## config.mk

```make
export PLATFORM = sky130hd
export DESIGN_NAME = wdt_keyreg
export DESIGN_NICKNAME = d
export VERILOG_FILES = /design/src/rtl/wdt_keyreg_pkg.sv /design/src/rtl/wdt_key_decode.sv /design/src/rtl/wdt_reg_core.sv /design/src/rtl/wdt_read_mux.sv /design/src/rtl/wdt_keyreg.sv
export SDC_FILE = /design/constraint.sdc
export NUM_CORES = 1
export LEC_CHECK = 0
export ABC_CLOCK_PERIOD_IN_PS = 2100
export BUFFER_PORTS_ARGS = -buffer_cell sky130_fd_sc_hd__buf_2
export CAP_MARGIN = 25
export CORE_MARGIN = 4
export CORE_UTILIZATION = 51
export DETAILED_ROUTE_END_ITERATION = 8
export GPL_TIMING_DRIVEN = 0
export PLACE_DENSITY = 0.94
export SYNTH_ARGS = -nofsm -noshare
export SYNTH_HDL_FRONTEND = slang
export SYNTH_SLANG_ARGS = --single-unit
```

## constraint.sdc

```tcl
create_clock -name clk -period 2.1 [get_ports clk]
set_clock_uncertainty 0.15 [all_clocks]
set_input_delay 0.42 -clock clk [delete_from_list [all_inputs] [get_ports clk]]
set_output_delay 0.42 -clock clk [all_outputs]
set_load 0.005 [all_outputs]
```

## src/rtl/wdt_keyreg_pkg.sv

```systemverilog
package wdt_keyreg_pkg;
  localparam int BYTE_W = 8;
  localparam logic [BYTE_W-1:0] KEY_LO_SEL = 8'h5A; // count / reset-enable key
  localparam logic [BYTE_W-1:0] KEY_HI_SEL = 8'hA5; // control / flag-clear key

  typedef enum logic [2:0] {
    WK_NONE,
    WK_CNT,
    WK_CTL,
    WK_RSTE,
    WK_OVFCLR
  } wr_kind_e;
endpackage

```

## src/rtl/wdt_key_decode.sv

```systemverilog
module wdt_key_decode
  import wdt_keyreg_pkg::*;
#(
  parameter int AW      = 2,
  parameter int DW      = 8,
  parameter int OFF_MAIN = 0,
  parameter int OFF_RST  = 2
) (
  input  logic            wr_en,
  input  logic            is_word,
  input  logic [AW-1:0]   addr,
  input  logic [2*DW-1:0] wdata,
  output wr_kind_e        kind
);
  localparam logic [AW-1:0] A_MAIN = AW'(OFF_MAIN);
  localparam logic [AW-1:0] A_RST  = AW'(OFF_RST);

  logic [DW-1:0] key;
  logic [DW-1:0] lo;
  assign key = wdata[2*DW-1:DW];
  assign lo  = wdata[DW-1:0];

  always_comb begin
    kind = WK_NONE;
    if (wr_en && is_word) begin
      if (addr == A_MAIN) begin
        if (key == KEY_LO_SEL)      kind = WK_CNT;
        else if (key == KEY_HI_SEL) kind = WK_CTL;
      end else if (addr == A_RST) begin
        if (key == KEY_LO_SEL)                    kind = WK_RSTE;
        else if (key == KEY_HI_SEL && lo == '0)   kind = WK_OVFCLR;
      end
    end
  end
endmodule

```

## src/rtl/wdt_reg_core.sv

```systemverilog
module wdt_reg_core
  import wdt_keyreg_pkg::*;
#(
  parameter int DW      = 8,
  parameter int RSTE_BIT = 6
) (
  input  logic          clk,
  input  logic          rst_n,
  input  wr_kind_e      kind,
  input  logic [DW-1:0] lo,
  input  logic          ovf_evt,
  output logic [DW-1:0] cnt_q,
  output logic [DW-1:0] ctl_q,
  output logic          ovf_q,
  output logic          rste_q,
  output logic          load_q
);
  always_ff @(posedge clk or negedge rst_n) begin
    if (!rst_n) begin
      cnt_q  <= '0;
      ctl_q  <= '0;
      load_q <= 1'b0;
    end else begin
      load_q <= (kind == WK_CNT);
      if (kind == WK_CNT) cnt_q <= lo;
      if (kind == WK_CTL) ctl_q <= lo;
    end
  end

  // Flag: an event set takes priority over a keyed clear.
  always_ff @(posedge clk or negedge rst_n) begin
    if (!rst_n)                  ovf_q <= 1'b0;
    else if (ovf_evt)            ovf_q <= 1'b1;
    else if (kind == WK_OVFCLR)  ovf_q <= 1'b0;
  end

  always_ff @(posedge clk or negedge rst_n) begin
    if (!rst_n)                rste_q <= 1'b0;
    else if (kind == WK_RSTE)  rste_q <= lo[RSTE_BIT];
  end
endmodule

```

## src/rtl/wdt_read_mux.sv

```systemverilog
module wdt_read_mux #(
  parameter int AW       = 2,
  parameter int DW       = 8,
  parameter int OFF_CTL  = 0,
  parameter int OFF_CNT  = 1,
  parameter int OFF_STAT = 3,
  parameter int OVF_BIT  = 7,
  parameter int RSTE_BIT = 6
) (
  input  logic          clk,
  input  logic          rst_n,
  input  logic          rd_en,
  input  logic [AW-1:0] addr,
  input  logic [DW-1:0] cnt,
  input  logic [DW-1:0] ctl,
  input  logic          ovf,
  input  logic          rste,
  output logic [DW-1:0] rdata
);
  logic [DW-1:0] stat_byte;
  logic [DW-1:0] sel;

  for (genvar b = 0; b < DW; b++) begin : g_stat
    if (b == OVF_BIT) begin : g_ovf
      assign stat_byte[b] = ovf;
    end else if (b == RSTE_BIT) begin : g_rste
      assign stat_byte[b] = rste;
    end else begin : g_fill
      assign stat_byte[b] = 1'b1;
    end
  end

  always_comb begin
    unique case (addr)
      AW'(OFF_CTL):  sel = ctl;
      AW'(OFF_CNT):  sel = cnt;
      AW'(OFF_STAT): sel = stat_byte;
      default:       sel = '1;
    endcase
  end

  always_ff @(posedge clk or negedge rst_n) begin
    if (!rst_n)     rdata <= '0;
    else if (rd_en) rdata <= sel;
  end
endmodule

```

## src/rtl/wdt_keyreg.sv

```systemverilog
module wdt_keyreg
  import wdt_keyreg_pkg::*;
#(
  parameter int AW = 2,
  parameter int DW = 8
) (
  input  logic            clk,
  input  logic            rst_n,
  input  logic [AW-1:0]   addr,
  input  logic            is_word,
  input  logic            wr_en,
  input  logic            rd_en,
  input  logic [2*DW-1:0] wdata,
  output logic [DW-1:0]   rdata,
  input  logic            ovf_evt,
  output logic [DW-1:0]   cnt_q,
  output logic [DW-1:0]   ctl_q,
  output logic            ovf_flag,
  output logic            rst_en,
  output logic            cnt_load
);
  wr_kind_e kind;

  wdt_key_decode #(.AW(AW), .DW(DW), .OFF_MAIN(0), .OFF_RST(2)) u_dec (
    .wr_en(wr_en), .is_word(is_word), .addr(addr), .wdata(wdata), .kind(kind)
  );

  wdt_reg_core #(.DW(DW), .RSTE_BIT(6)) u_core (
    .clk(clk), .rst_n(rst_n), .kind(kind), .lo(wdata[DW-1:0]),
    .ovf_evt(ovf_evt), .cnt_q(cnt_q), .ctl_q(ctl_q),
    .ovf_q(ovf_flag), .rste_q(rst_en), .load_q(cnt_load)
  );

  wdt_read_mux #(.AW(AW), .DW(DW), .OFF_CTL(0), .OFF_CNT(1), .OFF_STAT(3),
                 .OVF_BIT(7), .RSTE_BIT(6)) u_rd (
    .clk(clk), .rst_n(rst_n), .rd_en(rd_en), .addr(addr),
    .cnt(cnt_q), .ctl(ctl_q), .ovf(ovf_flag), .rste(rst_en), .rdata(rdata)
  );
endmodule

```

==> flow_summary.json <==
{
  "fp.dieArea_um2": 3480,
  "required_ps": 2170,
  "gr-total-overflow": 0,
  "grt_pass1_wl_um": 4970,
  "worstPathMaxFanout": 9,
  "top_usage_layer": "met2",
  "cts_resized": 0,
  "grt_max_degree": 28,
  "ys_types": 25,
  "die_w_um": 59.0,
  "start_kind": "input pin",
  "grt_use_met3_pct": 2.18,
  "diodes": 0,
  "num_io_pins": 51,
  "drc": 0,
  "cts_tree": "built",
  "timing.rr.end": "u_rd.rdata[1]$_DFFE_PN0P_",
  "netlist_area_um2": 1330,
  "slew_headroom_pct": 61.3,
  "clockBufferDepth": 2,
  "fin_ws_ps": 584,
  "wl_um": 3010,
  "antenna_found_initial": 0,
  "clock_latency_ps": 310,
  "n_fill_cell": 192,
  "post-route-min-period_ps": 1520,
  "grt_util_all_layers_pct": 18.4,
  "wire_per_inst_um": 16.6,
  "power_mw": 0.892,
  "cts_buffers": 3,
  "dp_slack_ps": 227,
  "grtUsageMet1_pct": 23.2,
  "start_util_pct": 53.6,
  "nNetsFinal": 176,
  "critPathArrivalTime_ps": 1580,
  "die_h_um": 59.0,
  "ys_async_sr_fraction_pct": 100,
  "worst_pin_slew_ps": 581,
  "multi_input_area_um2": 624,
  "r2r_slack_ps": 890,
  "drtAntennaViolNets": 0,
  "fmax_mhz": 660,
  "avgViaCountPerCell": 5.49,
  "gp_congestion": 0.810,
  "cts_num_sinks": 27,
  "power_density_nw_per_um2": 540,
  "port_buffers": 49,
  "rows": 18,
  "rsz0062_at_grt": "false",
  "status": "completed",
  "cts-root-buf": "clkbuf_4",
  "drtPass1Iterations": 4,
  "min_from": "ovf_evt",
  "maxSlewViolCount": 0,
  "grtUsageMet2_pct": 32.5,
  "min_to": "u_core.ovf_q$_DFFE_PN0P_",
  "critPathKind": "in2reg",
  "hold_viol": 0,
  "drive_gt1_share_pct": 53.6,
  "ys_ff_latch": 27,
  "period_share_pct": 72.2,
  "clk_pin_slew_ps": 140,
  "avgSynthCellArea_um2": 13.7,
  "holdPathStages": 2,
  "setup_viol": 0,
  "vdd_drop_max_mv": 0.386,
  "area_growth_pct": 24.3,
  "dp_hpwl_um": 2460,
  "synth_edf_count": 0,
  "num_vias": 994,
  "core_um2": 2480,
  "yosys_warnings": 0,
  "reg2reg_from": "u_core.ctl_q[1]$_DFFE_PN0N_",
  "cp-end-kind": "flop",
  "syn-num-nets": 121,
  "cts_max_level": 1,
  "netlist_instances": 97,
  "fin_setup_tns_ps": 0,
  "p_leak_nw": 0.898,
  "drv_cap": 0,
  "drt-initial-drc-count": 14,
  "hp-class": "in2reg",
  "first_global_vias": 1040,
  "seqCellArea_um2": 676,
  "r2r_cells": 3,
  "seq_area_frac_synth_pct": 50.9,
  "ys.flop_type": "dfrtp_1"
}
-- cells in the mapped netlist, types with 2 or more instances --
| library cell | number | area share, % |
|---|---|---|
| dfrtp_1 | 27 | 51 |
| mux2_2 | 10 | 8.5 |
| a21oi_1 | 8 | 3.0 |
| mux2_4 | 8 | 9.0 |
| nor2_1 | 7 | 2.0 |
| a211oi_1 | 6 | 3.4 |
| nor2b_1 | 6 | 2.8 |
| clkbuf_1 | 2 | 0.57 |
| mux2i_1 | 2 | 1.5 |
| nand3b_4 | 2 | 3.0 |
| nand4bb_1 | 2 | 1.7 |
| nand4bb_4 | 2 | 4.1 |
| nor2_2 | 2 | 0.94 |
| nor3_1 | 2 | 0.75 |
-- cell families (layout without fill, tap and decap cells) --
kind of cell | after synthesis | in the layout | share of synthesized area [%]
buffers and inverters | 5 | 59 | 2.07
AO/OA/AOI/OAI | 16 | 16 | 7.35
AND/OR/NAND/NOR | 28 | 28 | 19.8
multiplexers | 21 | 21 | 19.9
flip-flops | 27 | 27 | 50.9
-- per-stage QoR --
step	instance area, µm²	util, %	hold WS (ps)	cells
after detailed placement	1610	65.0	302	176
after global routing	1650	66.6	115	181
after floorplan	1330	-	-25.6	97
final	1650	66.6	122	181
after global placement	1610	65.0	285	176
after CTS	1650	66.6	116	181
-- layout make-up --
class / count / area share, %
multi-input cells: 65 / 37.8
clock buffers: 3 / 1.36
plain buffers: 4 / 1.44
repair buffers: 50 / 15.5
inverters: 1 / 0.227
clock inverters: 1 / 0.455
flip-flops and latches: 27 / 40.9
well taps: 30 / 2.27
-- repair_timing --
item / CTS / global route
endpoints found under the hold margin: 27 / 0
hold buffers: 1 / 0
endpoints found under the setup margin: 0 / 0
buffers inserted: 0 / 0
-- routing by layer --
layer | routed length [µm] | part of all wire, %
met1 | 1180 | 39
met2 | 1600 | 53
met3 | 189 | 6.3
met4 | 36 | 1.2
met5 | 0 | 0
-- report_power, final --
group | total [mW] | internal (mW) | switching, mW | leakage (nW)
combinational | 0.121 | 0.0557 | 0.0654 | 0.533
clock | 0.225 | 0.0727 | 0.153 | 0.0139
sequential | 0.545 | 0.537 | 0.00847 | 0.351
-- worst max-delay path by stage --
stage,cells after the start,startpoint,endpoint
6_report,5,wdata[14],u_core.cnt_q[0]$_DFFE_PN0N_
5_1_grt,5,wdata[14],u_core.cnt_q[0]$_DFFE_PN0N_
2_1_floorplan,4,wdata[10],u_core.cnt_q[0]$_DFFE_PN0N_
4_1_cts,5,wdata[14],u_core.cnt_q[0]$_DFFE_PN0N_
3_3_place_gp,5,wdata[10],u_core.cnt_q[4]$_DFFE_PN0N_
3_5_place_dp,5,wdata[14],u_core.cnt_q[4]$_DFFE_PN0N_
-- critical path: stages --
cell and delay (ps):
buf_2 120, nand4bb_1 210, nor2_2 220, nand3b_4 290
mux2_4 320
-- cells in the final DEF (no fill, tap or decap), types with 2 or more instances in the layout --
master	instances
a21oi_1	8
dfrtp_1	27
nor2_2	2
mux2_2	10
mux2_4	8
buf_2	50
nor2b_1	6
a211oi_1	6
clkbuf_1	2
nor2_1	7
nand3b_4	2
nand4bb_4	2
clkbuf_4	3
nor3_1	2
mux2i_1	2
nand4bb_1	2
-- sequential cells by signal, summed over array words and instances, names as in the netlist --
register / flops
u_core.ctl_q: 8
u_core.load_q: 1
u_core.rste_q: 1
u_core.cnt_q: 8
u_core.ovf_q: 1
u_rd.rdata: 8
Note: power is estimated with default switching activity, not from simulation.
